`src/rtl/cdi_pkg.sv`:
```
package cdi_pkg;

   typedef enum logic {
      POL_OPEN   = 1'b0,
      POL_CLOSED = 1'b1
   } sw_pol_e;

   // Map the synchronized pin level to "card is in the socket".
   // An open switch ties to ground on insertion (pin low);
   // a closed switch opens on insertion (pin high).
   function automatic logic card_level(sw_pol_e pol, logic pin);
      return (pol == POL_CLOSED) ? pin : ~pin;
   endfunction

endpackage

```
`src/rtl/cdi_sync.sv`:
```
module cdi_sync #(
   parameter int   STAGES  = 2,
   parameter logic RST_VAL = 1'b1
) (
   input  logic clk,
   input  logic rst_n,
   input  logic d,
   output logic q
);

   if (STAGES < 2) begin : g_bad_stages
      $error("cdi_sync: STAGES must be at least 2");
   end

   logic [STAGES-1:0] chain_q;

   for (genvar i = 0; i < STAGES; i++) begin : g_stage
      if (i == 0) begin : g_first
         always_ff @(posedge clk or negedge rst_n) begin
            if (!rst_n) chain_q[i] <= RST_VAL;
            else        chain_q[i] <= d;
         end
      end else begin : g_next
         always_ff @(posedge clk or negedge rst_n) begin
            if (!rst_n) chain_q[i] <= RST_VAL;
            else        chain_q[i] <= chain_q[i-1];
         end
      end
   end

   assign q = chain_q[STAGES-1];

endmodule

```
`src/rtl/cdi_filter.sv`:
```
module cdi_filter #(
   parameter int LEN = 3750,
   localparam int CW = (LEN < 2) ? 1 : $clog2(LEN)
) (
   input  logic          clk,
   input  logic          rst_n,
   input  logic          lvl,
   output logic          state_o,
   output logic          rise_o,
   output logic          fall_o,
   output logic [CW-1:0] cnt_o
);

   if (LEN < 2) begin : g_bad_len
      $error("cdi_filter: LEN must be at least 2");
   end

   localparam logic [CW-1:0] LIM = CW'(LEN - 1);

   logic          state_q;
   logic          rise_q;
   logic          fall_q;
   logic [CW-1:0] cnt_q;

   always_ff @(posedge clk or negedge rst_n) begin
      if (!rst_n) begin
         state_q <= 1'b0;
         cnt_q   <= '0;
         rise_q  <= 1'b0;
         fall_q  <= 1'b0;
      end else begin
         rise_q <= 1'b0;
         fall_q <= 1'b0;
         if (lvl == state_q) begin
            cnt_q <= '0;
         end else if (cnt_q == LIM) begin
            state_q <= lvl;
            cnt_q   <= '0;
            rise_q  <= lvl;
            fall_q  <= ~lvl;
         end else begin
            cnt_q <= cnt_q + 1'b1;
         end
      end
   end

   assign state_o = state_q;
   assign rise_o  = rise_q;
   assign fall_o  = fall_q;
   assign cnt_o   = cnt_q;

endmodule

```
`src/rtl/cdi_csqual.sv`:
```
module cdi_csqual #(
   parameter int MIN_LOW = 100
) (
   input  logic clk,
   input  logic rst_n,
   input  logic cs_s,
   output logic clr_o
);

   if (MIN_LOW < 1) begin : g_bad_min
      $error("cdi_csqual: MIN_LOW must be at least 1");
   end

   logic cs_d;

   always_ff @(posedge clk or negedge rst_n) begin
      if (!rst_n) cs_d <= 1'b1;
      else        cs_d <= cs_s;
   end

   if (MIN_LOW <= 1) begin : g_edge_only
      // Any synchronized low cycle already meets the width.
      assign clr_o = cs_s & ~cs_d;
   end else begin : g_width_count
      localparam int            W   = $clog2(MIN_LOW + 1);
      localparam logic [W-1:0]  MIN = W'(MIN_LOW);

      logic [W-1:0] low_q;

      always_ff @(posedge clk or negedge rst_n) begin
         if (!rst_n)             low_q <= '0;
         else if (cs_s)          low_q <= '0;
         else if (low_q != MIN)  low_q <= low_q + 1'b1;
      end

      assign clr_o = cs_s & ~cs_d & (low_q == MIN);
   end

endmodule

```
`src/rtl/card_detect_irq.sv`:
```
module card_detect_irq #(
   parameter int SYNC_STAGES   = 2,
   parameter int FILT_CYCLES   = 3750,
   parameter int CS_MIN_CYCLES = 100
) (
   input  logic clk,
   input  logic rst_n,
   input  logic det_pin,
   input  logic cs_n,
   input  logic prog_n,
   input  logic pol_we,
   input  logic pol_wd,
   input  logic pwr_on,
   output logic irq_n,
   output logic card_present,
   output logic pd_req
);

   import cdi_pkg::*;

   localparam int FILT_CW = (FILT_CYCLES < 2) ? 1 : $clog2(FILT_CYCLES);

   if (SYNC_STAGES < 2) begin : g_bad_sync
      $error("card_detect_irq: SYNC_STAGES must be at least 2");
   end
   if (FILT_CYCLES < 2) begin : g_bad_filt
      $error("card_detect_irq: FILT_CYCLES must be at least 2");
   end
   if (CS_MIN_CYCLES < 1) begin : g_bad_cs
      $error("card_detect_irq: CS_MIN_CYCLES must be at least 1");
   end

   sw_pol_e            pol_q;
   logic               det_s;
   logic               cs_s;
   logic               pwr_d;
   logic               pwr_rise;
   logic               cs_clr;
   logic               clr_any;
   logic               f_rise;
   logic               f_fall;
   logic               ev_any;
   logic               f_state;
   logic [FILT_CW-1:0] filt_cnt;
   logic               irq_q;

   cdi_sync #(.STAGES(SYNC_STAGES), .RST_VAL(1'b1)) u_det_sync (
      .clk(clk), .rst_n(rst_n), .d(det_pin), .q(det_s)
   );

   cdi_sync #(.STAGES(SYNC_STAGES), .RST_VAL(1'b1)) u_cs_sync (
      .clk(clk), .rst_n(rst_n), .d(cs_n), .q(cs_s)
   );

   // Polarity register: writable only in program mode
   always_ff @(posedge clk or negedge rst_n) begin
      if (!rst_n)                pol_q <= POL_OPEN;
      else if (!prog_n && pol_we) pol_q <= sw_pol_e'(pol_wd);
   end

   cdi_filter #(.LEN(FILT_CYCLES)) u_filt (
      .clk(clk), .rst_n(rst_n),
      .lvl(card_level(pol_q, det_s)),
      .state_o(f_state), .rise_o(f_rise), .fall_o(f_fall), .cnt_o(filt_cnt)
   );

   cdi_csqual #(.MIN_LOW(CS_MIN_CYCLES)) u_csq (
      .clk(clk), .rst_n(rst_n), .cs_s(cs_s), .clr_o(cs_clr)
   );

   // Power-up request edge, qualified by chip-select low
   always_ff @(posedge clk or negedge rst_n) begin
      if (!rst_n) pwr_d <= 1'b0;
      else        pwr_d <= pwr_on;
   end

   assign pwr_rise = pwr_on & ~pwr_d & ~cs_s;
   assign clr_any  = cs_clr | pwr_rise;
   assign ev_any   = f_rise | f_fall;

   // Interrupt latch: a new event takes priority over a clear
   always_ff @(posedge clk or negedge rst_n) begin
      if (!rst_n)       irq_q <= 1'b0;
      else if (ev_any)  irq_q <= 1'b1;
      else if (clr_any) irq_q <= 1'b0;
   end

   assign irq_n        = ~irq_q;
   assign card_present = f_state;
   assign pd_req       = f_fall;

endmodule

```
`config.mk`:
```
export PLATFORM = sky130hd
export DESIGN_NAME = card_detect_irq
export DESIGN_NICKNAME = d
export VERILOG_FILES = /design/src/rtl/cdi_pkg.sv /design/src/rtl/cdi_sync.sv /design/src/rtl/cdi_filter.sv /design/src/rtl/cdi_csqual.sv /design/src/rtl/card_detect_irq.sv
export SDC_FILE = /design/constraint.sdc
export NUM_CORES = 1
export LEC_CHECK = 0
export ABC_CLOCK_PERIOD_IN_PS = 4000
export BUFFER_PORTS_ARGS = -buffer_cell sky130_fd_sc_hd__buf_2
export CORE_MARGIN = 2
export CORE_UTILIZATION = 51
export DETAILED_ROUTE_END_ITERATION = 6
export GPL_ROUTABILITY_DRIVEN = 1
export PLACE_DENSITY = 0.71
export SETUP_SLACK_MARGIN = 0.05
export SYNTH_ARGS = -nofsm -noshare
export SYNTH_HDL_FRONTEND = slang
export SYNTH_SLANG_ARGS = --single-unit
```
`constraint.sdc`:
```
create_clock -name clk -period 4 [get_ports clk]
set_clock_uncertainty 0.2 [all_clocks]
set_input_delay 0.6 -clock clk [delete_from_list [all_inputs] [get_ports clk]]
set_output_delay 0.6 -clock clk [all_outputs]
set_load 0.01 [all_outputs]
```
==> Word-level counts from Yosys, hierarchy flattened <==
Cells that the tools add are included.
{ "word_totals": {"reg_bits": 30, "latch_bits": 0, "mem_bits_rw": 0, "rom_bits": 0, "out_inout_bits": 3, "word_cells": 48, "mem_count": 0} }
{ "op_classes": {"add_sub_neg": 2, "multipliers": 0, "div": 0, "n_lt_le_gt_ge": 0, "eq_ne": 4, "shift": 0, "mux": 11, "bitwise_logic": 13, "n_reduce_logical": 5} }
{ "ops": {"columns": ["operator", "n"], "rows": [
  ["$mux 12", 2],
  ["$mux 7", 2],
  ["$add 12x1->12 const B", 1],
  ["$eq 12x12->1 const B", 1],
  ["$add 7x1->7 const B", 1],
  ["$eq 7x7->1 const B", 1],
  ["$mux 1", 7],
  ["$ne 7x7->1 const B", 1],
  ["$not 1->1", 7],
  ["$and 1x1->1", 4],
  ["$reduce_bool 2->1", 2],
  ["$or 1x1->1", 2],
  ["$reduce_and 2->1", 1],
  ["$eq 1x1->1", 1],
  ["$logic_and 1x1->1", 1],
  ["$logic_not 1->1", 1]
]} }

==> Depth between registers and ports, before layout <==
Gate-level depths: netlist of run 1.
{ "depth": {"ltp_word": 6, "depth_mapped": 6} }

==> Modules after synthesis <==
From an unflattened synthesis of run 1, not the netlist that was laid out.
{ "hier_totals": {"cells_unflattened": 123, "hier_area_um2": 1375.1} }
{ "by_module_without_submodules": {"columns": ["mod", "n_inst", "cells_per_inst", "area_each_um2", "seq_area_each_um2"], "rows": [
  ["cdi_filter", 1, 67, 709.4, 375.4],
  ["cdi_csqual", 1, 42, 425.4, 201.4],
  ["card_detect_irq", 1, 10, 135.1, 75.1],
  ["cdi_sync", 2, 2, 52.6, 52.6]
]} }

==> Least setup slack after synthesis of run 1 <==
Ideal clock, no wire load.
{ "synth_path": {"path_type": "register to register", "startpoint": "reg u_filt.cnt_q[6] (netlist: u_filt.cnt_o[6])", "endpoint": "reg u_filt.cnt_q[9] (netlist: u_filt.cnt_o[9])", "setup_ns": 0.130, "t_arrival_ns": 1.305, "setup_slack_ns": 2.366, "path_stages_with_launch": 5, "path_buffers": 1, "cell_sequence": "dfrtp_1 -> or3b_4 -> o31ai_4 -> buf_4 -> a21oi_1"} }
{ "synth_between": {"elab_chain_cells": 3, "word_cells_on_any_way": 4, "classes_between": "1 x add/sub; 1 x eq/ne; 2 x mux"} }
{ "synth_rtl": {"columns": ["element", "line_no", "source"], "rows": [
  ["from (decl)", "cdi_filter.sv:23", "logic [CW-1:0] cnt_q;"],
  ["from (signal assigned)", "cdi_filter.sv:42", "cnt_q <= cnt_q + 1'b1;"],
  ["$add 12x1->12 / $eq 12x12->1 (equally long branches)", "cdi_filter.sv:42, cdi_filter.sv:36", null],
  ["$mux 12 *", "cdi_filter.sv:36", "end else if (cnt_q == LIM) begin"],
  ["$mux 12 *", "cdi_filter.sv:34", "if (lvl == state_q) begin"]
]} }
Mark *: on every way between the ends. The rest lies on a longest branch, timed or not.
A chain may end at the register's enable or synchronous reset.

==> Worst setup path in the final report of run 1 <==
{ "layout_path": {"startpoint": "reg u_filt.cnt_q[6] (netlist: u_filt.cnt_o[6])", "endpoint": "reg u_filt.cnt_q[3] (netlist: u_filt.cnt_o[3])"} }
{ "layout_between": {"elab_chain_cells": 3} }
{ "layout_rtl": {"columns": ["element", "line_no"], "rows": [
  ["$eq 12x12->1", "cdi_filter.sv:36"],
  ["$mux 12", "cdi_filter.sv:36"],
  ["$mux 12", "cdi_filter.sv:34"]
]} }
No other way between the ends.

==> results of run 1 <==
[state kept, by name, indices dropped and copies added (netlist names)]
signal,flops
u_det_sync.q,1
pwr_d,1
u_filt.cnt_o,12
u_filt.fall_o,1
u_filt.state_o,1
irq_q,1
u_filt.rise_o,1
u_det_sync.chain_q,1
u_cs_sync.chain_q,1
u_csq.g_width_count.low_q,7
u_csq.cs_d,1
pol_q,1
u_cs_sync.q,1
[power breakdown]
group	switching, mW	internal (mW)
clock network	0.0998	0.0850
registers	0.0191	0.322
logic	0.0304	0.0250
total	0.149	0.432
[placed cells by master (no fill, tap or decap), drive strengths merged]
cell type and n:
xor2 4, nand4b 3, nor2b 1, mux2 1, inv 6, a21oi 13
or3 7, dfstp 5, nor3 3, nand4 3, a211o 1, o31ai 5
nand4bb 1, clkbuf 7, dfrtp 25, nand2 7, and4bb 1, or3b 1
nand3 8, nor2 9, a311o 1, xnor2 2, ha 4, buf 10
xnor3 1, or4 3, and2 1, clkinv 1, o21ai 8
[cells by family after synthesis]
family | count (synthesis) | synth area share, %
AND/OR/NAND/NOR | 48 | 20.8
buffers and inverters | 8 | 2.43
AO/OA/AOI/OAI | 28 | 12.6
multiplexers | 1 | 0.809
XOR/XNOR | 7 | 5.39
flip-flops | 30 | 54.4
adder cells (fa/ha/maj) | 4 | 3.59
[area by class of cell]
class / instances / area share, %
multi-input cells: 88 / 39.4
flip-flops and latches: 30 / 49.5
clock buffers: 7 / 3.60
inverters: 6 / 1.47
repair buffers: 10 / 3.27
well taps: 30 / 2.45
clock inverters: 1 / 0.327
[worst reg2reg max path: cells and delay by family (launching register included)]
family	cells	cell delay, ps
simple gates	2	550
compound gates	1	510
flops	1	430
[final timing paths]
check | start | to | slack [ps] | cells after the start
setup / recovery | u_filt.cnt_o[6] | u_filt.cnt_o[3] | 2170 | 3
hold / removal | rst_n | pwr_d | 80 | 1
setup reg to reg | u_filt.cnt_o[6] | u_filt.cnt_o[3] | 2170 | 3
hold reg to reg | u_cs_sync.chain_q[0] | u_cs_sync.q | 160 | 0
max in group asynchronous | rst_n | u_filt.cnt_o[3] | 3090 | 1
min in group clk | det_pin | u_det_sync.chain_q[0] | 160 | 1
[metal layers]
layer | track usage (%) | vias to the layer above
li1 | - | 485
met2 | 29.6 | 12
met4 | 13.6 | 0
met1 | 19.8 | 479
met5 | 0 | -
met3 | 4.84 | 7
[metrics by stage]
| step | instance area (um2) | power, mW | hold WS (ps) | setup WS (ps) |
|---|---|---|---|---|
| after floorplan | 1390 | 0.385 | 104 | 2370 |
| after detailed placement | 1470 | 0.403 | 153 | 2190 |
| after CTS | 1530 | 0.593 | 92.5 | 2160 |
| final | 1530 | 0.581 | 76.8 | 2170 |
| after global routing | 1530 | 0.619 | 110 | 2040 |
| after global placement | 1470 | 0.400 | 146 | 2230 |
==> results_dict.tcl, run 1 <==
set metrics [dict create \
    path_cells "or3b_4 -> o31ai_4 -> nor2_1" \
    synth_top_cell_by_area "dfrtp_1" \
    cts_hold_buf 0 \
    ys_async_sr_fraction_pct 100 \
    cts_tree "built" \
    diodes 0 \
    seq_area_um2 757 \
    crit_type "reg2reg" \
    tightest_slew_ps 636 \
    critPathMaxFanout 12 \
    finalSetupViolations 0 \
    synth_ff_type "dfrtp_1" \
    slew-limit-headroom_pct 57.6 \
    die_h_um 56.3 \
    netlist_instances 126 \
    clock_sinks 30 \
    fp.dieW_um 56.3 \
    dp_hpwl_mm 1.71 \
    drive_gt1_share_pct 20.4 \
    grt_pass1_vias 1037 \
    clk_root_buffer_cell "clkbuf_4" \
    path_buf_inv 0 \
    clock_path_buffers 2 \
    leakagePower_nw 0.642 \
    initial_utilization_pct 55.2 \
    wl_per_cell_um 14.0 \
    num_rows 18 \
    stdcell_count 172 \
    ys_types 33 \
    cts_resized 0 \
    viasPerCell 5.72 \
    maxUsedRoutingLayer "met4" \
    worst_setup_path_end_kind "flop" \
    grt_antenna_before_repair 0 \
    synth_top_area_share_pct 44.9 \
    synth_edf_count 0 \
    rsz0062_at_grt "false" \
    num_io_pins 11 \
    fin_nets 153 \
    synthToLayoutAreaGrowth_pct 9.79 \
    status "completed" \
    finalSetupTns_ps 0 \
    period_share_pct 45.8 \
    gp_congestion 0.806 \
    synth_common_cells "dfrtp_1 (25), a21oi_1 (13), nor2_1 (9)" \
    multi_input_area_um2 602 \
    dp.cells 164 \
    clk_pin_slew_ps 90 \
    coreArea_mm2 0.00252 \
    period_needed_ps 1830 \
    drc_errors 0 \
    dr_wl_met2_mm 1.24 \
    met1_length_mm 1.04 \
    met3WireLength_um 64 \
    yosysSeqAreaShare_pct 54.4 \
    routed_wl_mm 2.41 \
    firstDrtPassIters 4 \
    clock_latency_ps 330 \
    post_cts_buffers 0 \
    synth_area_per_cell_um2 11.1 \
    synth_fp_nets 138 \
    finish.utilization_pct 60.6 \
    crit_path_max_incr_delay_ps 510 \
    min_path_type "in2async" \
    p_per_area_mw_per_mm2 380 \
    cp_slowest_cell "o31ai_4" \
    grt_pass1_wl_mm 4.28 \
    grtUsageTotal_pct 18.0 \
    maxCapViolCount 0 \
    cts_htree_levels 2 \
    required_ps 3990 \
    final_antenna_net_count 0 \
    cp-start-kind "flop" \
    cp.arrival_ps 1820 \
    numPortBuffers 10 \
    numCtsBuffers 5 \
    die-area_mm2 0.00316 \
    slew_violations 0 \
    num-fill-cells 221 \
    hold_viol_final 0 \
    yosysMostFrequentCell "dfrtp_1" \
    path_delay_family "simple AND/OR/NAND/NOR gates" \
    ys_warn_count 0 \
    dr.first_iter.drc_count 43 \
    fmax_mhz 546 \
    ir_drop_mv 0.321 \
    grt_start_max_net_pins 31 \
    yosys-top-cells-area "dfrtp_1 (45%), dfstp_2 (9.4%), a21oi_1 (4.7%), ha_1 (3.6%), nand3_1 (2.9%)" \
    vias 983 \
    grt-ovfl-total 0 \
    synth_seq_cells 30 \
    syn_area_mm2 0.00139 \
]
Note: power is estimated with default switching activity, not from simulation.
==> inputs of run 2 (changes only) <==
--- a/config.mk
+++ b/config.mk
@@ -5,7 +5,7 @@
 export SDC_FILE = /design/constraint.sdc
 export NUM_CORES = 1
 export LEC_CHECK = 0
-export ABC_CLOCK_PERIOD_IN_PS = 4000
+export ABC_CLOCK_PERIOD_IN_PS = 1710
 export BUFFER_PORTS_ARGS = -buffer_cell sky130_fd_sc_hd__buf_2
 export CORE_MARGIN = 2
 export CORE_UTILIZATION = 51
==> constraint.sdc (replaced) <==
create_clock -name clk -period 1.71 [get_ports clk]
set_clock_uncertainty 0.2 [all_clocks]
set_input_delay 0.2565 -clock clk [delete_from_list [all_inputs] [get_ports clk]]
set_output_delay 0.2565 -clock clk [all_outputs]
set_load 0.01 [all_outputs]
==> results_dict.tcl, run 2 (same netlist as run 1, synthesis figures left out) <==
set metrics [dict create \
    cp-startpoint "u_filt.cnt_o[4]" \
    fin_nets 166 \
    grt-ovfl-total 0 \
    num_io_pins 11 \
    vias 1062 \
    gp_congestion 0.868 \
    required_ps 1750 \
    slew_violations 0 \
    slew-limit-headroom_pct 58.1 \
    cts_tree "built" \
    clk_root_buffer_cell "clkbuf_4" \
    design_area_mm2 0.00169 \
    dp_hpwl_mm 1.71 \
    coreArea_mm2 0.00252 \
    grt_antenna_before_repair 0 \
    largest_reg_flops 12 \
    clk_pin_slew_ps 90 \
    fp.dieW_um 56.3 \
    whs_ps 88.3 \
    clock_sinks 30 \
    clock_latency_ps 310 \
    diodes 0 \
    maxCapViolCount 0 \
    drive_gt1_share_pct 32.3 \
    routed_wl_mm 2.54 \
    placed_cell_area_mm2 0.00151 \
    die_h_um 56.3 \
    crit_type "reg2reg" \
    final_antenna_net_count 0 \
    num-fill-cells 206 \
    dr.first_iter.drc_count 31 \
    cp.arrival_ps 1680 \
    rsz0062_at_grt "true" \
    layout_commonest_cell "dfrtp_1" \
    finish.utilization_pct 67.0 \
    die-area_mm2 0.00316 \
    viasPerCell 5.74 \
    finalSetupViolations 0 \
    numCtsBuffers 5 \
    fmax_mhz 607 \
    drc_errors 0 \
    finalSetupTns_ps 0 \
    clock_path_buffers 2 \
    final_cell_mix "dfrtp_1 (21), a21oi_1 (11), buf_2 (10)" \
    period_share_pct 96.3 \
    grtUsageTotal_pct 18.2 \
    num_rows 18 \
    grt_pass1_wl_mm 4.44 \
    grt_pass1_vias 1008 \
    min_path_type "in2reg" \
    worst_setup_path_end_kind "flop" \
    cp-start-kind "flop" \
    hold_viol_final 0 \
    firstDrtPassIters 4 \
    ir_drop_mv 0.723 \
    r2r_start "u_filt.cnt_o[4]" \
    leakagePower_nw 0.699 \
    grt_start_max_net_pins 31 \
    hold_start "prog_n" \
    period_needed_ps 1650 \
    numPortBuffers 10 \
    synthToLayoutAreaGrowth_pct 21.4 \
    dp.cells 169 \
    initial_utilization_pct 55.2 \
    p_per_area_mw_per_mm2 847 \
    tightest_slew_ps 628 \
    status "completed" \
    rrSetupSlack_ps 60 \
    stdcell_count 185 \
    wl_per_cell_um 13.8 \
    cts_htree_levels 2 \
    critPathMaxFanout 3 \
]
run 2: changes by cell type in the layout (fill, tap and decap cells not counted), moves of 4 or more:
| cell | delta |
|---|---|
| dlygate4sd3_1 | +5 |
| buf_4 | +6 |
| dfrtp_2 | +4 |
| dfrtp_1 | -4 |
run 2: path summary, 6_finish.rpt:
| check | endpoint | cells past startpoint |
|---|---|---|
| min in group asynchronous | u_csq.g_width_count.low_q[1] | 2 |
| worst max register to register | u_filt.rise_o | 3 |
| worst min-delay path | pol_q | 3 |
| worst max-delay path | u_filt.rise_o | 3 |
| max in group asynchronous | u_filt.cnt_o[2] | 2 |
| worst min register to register | u_det_sync.q | 0 |
run 2: power breakdown:
part / internal [mW] / switching, mW / leakage [nW]
logic: 0.109 / 0.0947 / 0.277
clock network: 0.199 / 0.225 / 0.0353
registers: 0.755 / 0.0497 / 0.386
total: 1.06 / 0.370 / 0.699
run 2: layout make-up:
class | count | area [um2] | share of cell area, %
clock inverter | 1 | 5.00 | 0.296
clock buffer | 7 | 55.1 | 3.26
inverter | 6 | 22.5 | 1.33
sequential | 30 | 762 | 45.1
multi-input combinational | 88 | 641 | 37.9
timing repair buffer | 23 | 168 | 9.92
tap | 30 | 37.5 | 2.22
run 2: metrics by stage:
| step | total power, mW | worst slack [ps] |
|---|---|---|
| after global placement | 0.950 | 112 |
| final | 1.43 | 63.1 |
| after CTS | 1.40 | 58.4 |
| after detailed placement | 0.960 | 77.0 |
| after global routing | 1.52 | -6.39 |
| after floorplan | 0.901 | 75.6 |
run 2: worst max-delay path, stage by stage, from the launching register on:
cell	delay (ps)
dfrtp_1	420
or3b_4	410
or3_4	430
nor3_2	110
run 2: per-layer routing:
layer | share of wire [%] | vias to the layer above | global-route usage [%]
li1 | - | 514 | -
met1 | 44 | 516 | 22.6
met2 | 50 | 22 | 29.1
met3 | 3.6 | 10 | 5.07
met4 | 2.3 | 0 | 9.52
met5 | 0 | - | 0
run 2: what timing repair did:
item | CTS | global route
resized for setup | 0 | 16
endpoints found under the setup margin | 0 | 16
hold endpoints to repair | 29 | 0
buffers inserted | 0 | 3
hold buffers | 5 | 0
==> inputs of run 3 (changes only) <==
--- a/config.mk
+++ b/config.mk
@@ -8,10 +8,10 @@
 export ABC_CLOCK_PERIOD_IN_PS = 1710
 export BUFFER_PORTS_ARGS = -buffer_cell sky130_fd_sc_hd__buf_2
 export CORE_MARGIN = 2
-export CORE_UTILIZATION = 51
+export CORE_UTILIZATION = 57
 export DETAILED_ROUTE_END_ITERATION = 6
 export GPL_ROUTABILITY_DRIVEN = 1
-export PLACE_DENSITY = 0.71
+export PLACE_DENSITY = 0.77
 export SETUP_SLACK_MARGIN = 0.05
 export SYNTH_ARGS = -nofsm -noshare
 export SYNTH_HDL_FRONTEND = slang
==> results_dict.tcl, run 3 (same netlist as run 1, synthesis figures left out) <==
set metrics [dict create \
    clk_pin_slew_ps 100 \
    fp.dieW_um 53.4 \
    final_antenna_net_count 0 \
    fmax_mhz 600 \
    diodes 0 \
    hold_viol_final 0 \
    period_share_pct 97.4 \
    vias 1066 \
    clk_root_buffer_cell "clkbuf_4" \
    die-area_mm2 0.00285 \
    grt_start_max_net_pins 31 \
    clock_latency_ps 330 \
    wl_per_cell_um 14.4 \
    cp-start-kind "flop" \
    tightest_slew_ps 297 \
    period_needed_ps 1670 \
    routed_wl_mm 2.66 \
    finalSetupTns_ps 0 \
    maxCapViolCount 0 \
    required_ps 1720 \
    num_rows 17 \
    grt_use_met2_pct 37.0 \
    cts_tree "built" \
    layout_commonest_cell "dfrtp_1" \
    die_h_um 53.4 \
    grt_antenna_before_repair 0 \
    fin_nets 168 \
    synthToLayoutAreaGrowth_pct 22.0 \
    grt-ovfl-total 0 \
    largest_reg_flops 12 \
    dr.first_iter.drc_count 20 \
    dp_hpwl_mm 1.76 \
    drc_errors 0 \
    crit_type "reg2reg" \
    cp.arrival_ps 1670 \
    drive_gt1_share_pct 26.8 \
    finalSetupViolations 0 \
    finalPower_mw 1.52 \
    clock_sinks 30 \
    coreArea_mm2 0.00225 \
    status "completed" \
    leakagePower_nw 0.725 \
    p_per_area_mw_per_mm2 897 \
    worst_setup_path_end_kind "flop" \
    grt_pass1_vias 1054 \
    firstDrtPassIters 4 \
    grt_util_met1_pct 24.2 \
    num_io_pins 11 \
    min_path_type "in2reg" \
    gp_congestion 0.794 \
    rsz0062_at_grt "true" \
    critPathMaxFanout 12 \
    final_cell_mix "dfrtp_1 (25), a21oi_1 (13), buf_2 (10)" \
    top_usage_layer "met2" \
    initial_utilization_pct 61.8 \
    grtUsageTotal_pct 22.1 \
    cts_htree_levels 2 \
    slew-limit-headroom_pct 80.1 \
    numCtsBuffers 5 \
    ir_drop_mv 0.865 \
    grtUsageMet3_pct 7.63 \
    slew_violations 0 \
    grt_pass1_wl_mm 4.32 \
    viasPerCell 5.76 \
    clock_path_buffers 2 \
    numPortBuffers 10 \
]
## run 3: final cells by class
cell class / instances / area (um2)
Clock inverter: 1 / 30.0
Clock buffer: 7 / 45.0
Sequential cell: 30 / 757
Inverter: 6 / 22.5
Timing Repair Buffer: 25 / 200
Multi-Input combinational cell: 88 / 609
Fill cell: 155 / 556
Tap cell: 28 / 35.0
## run 3: critical path, stage by stage, from the launching register on
cell,delay (ps)
dfrtp_1,410
or3b_4,420
o31ai_4,290
buf_12,170
a21oi_1,50
## run 3: power breakdown
group	internal [mW]	total, mW	switching [mW]
logic	0.0915	0.174	0.0829
registers	0.752	0.798	0.0461
clock network	0.310	0.552	0.242
## run 3: worst paths after layout
check	startpoint	endpoint	slack (ps)	cells past startpoint
max	u_filt.cnt_o[7]	u_filt.cnt_o[5]	40	4
min	prog_n	pol_q	90	3
max reg2reg	u_filt.cnt_o[7]	u_filt.cnt_o[5]	40	4
min reg2reg	u_cs_sync.chain_q[0]	u_cs_sync.q	160	0
max in group asynchronous	rst_n	u_cs_sync.chain_q[0]	870	3
min in group asynchronous	rst_n	u_csq.g_width_count.low_q[5]	190	3
## run 3: metal layers
layer	up-vias	wire length, um
li1	519	-
met1	526	1120
met2	16	1400
met3	5	86
met4	0	44
met5	-	0
## run 3: timing repair
item / 4_1_cts / 5_1_grt
gates cloned: 0 / 0
endpoints found under the hold margin: 34 / 0
endpoints found under the setup margin: 7 / 16
gates resized for setup: 1 / 3
hold buffers: 5 / 0
setup buffers: 1 / 1
## run 3: through the flow
step | cells | util (%) | cell area (um2) | hold slack (ps) | worst slack (ps)
after floorplan | 126 | - | 1390 | -239 | 75.6
after detailed placement | 170 | 68.8 | 1550 | 17.9 | 54.4
final | 185 | 75.4 | 1700 | 91.1 | 44.7
after global placement | 170 | 68.8 | 1550 | 16.9 | 90.9
after global routing | 185 | 75.4 | 1700 | 81.2 | -40.7
after CTS | 184 | 74.8 | 1690 | 75.6 | 42.4
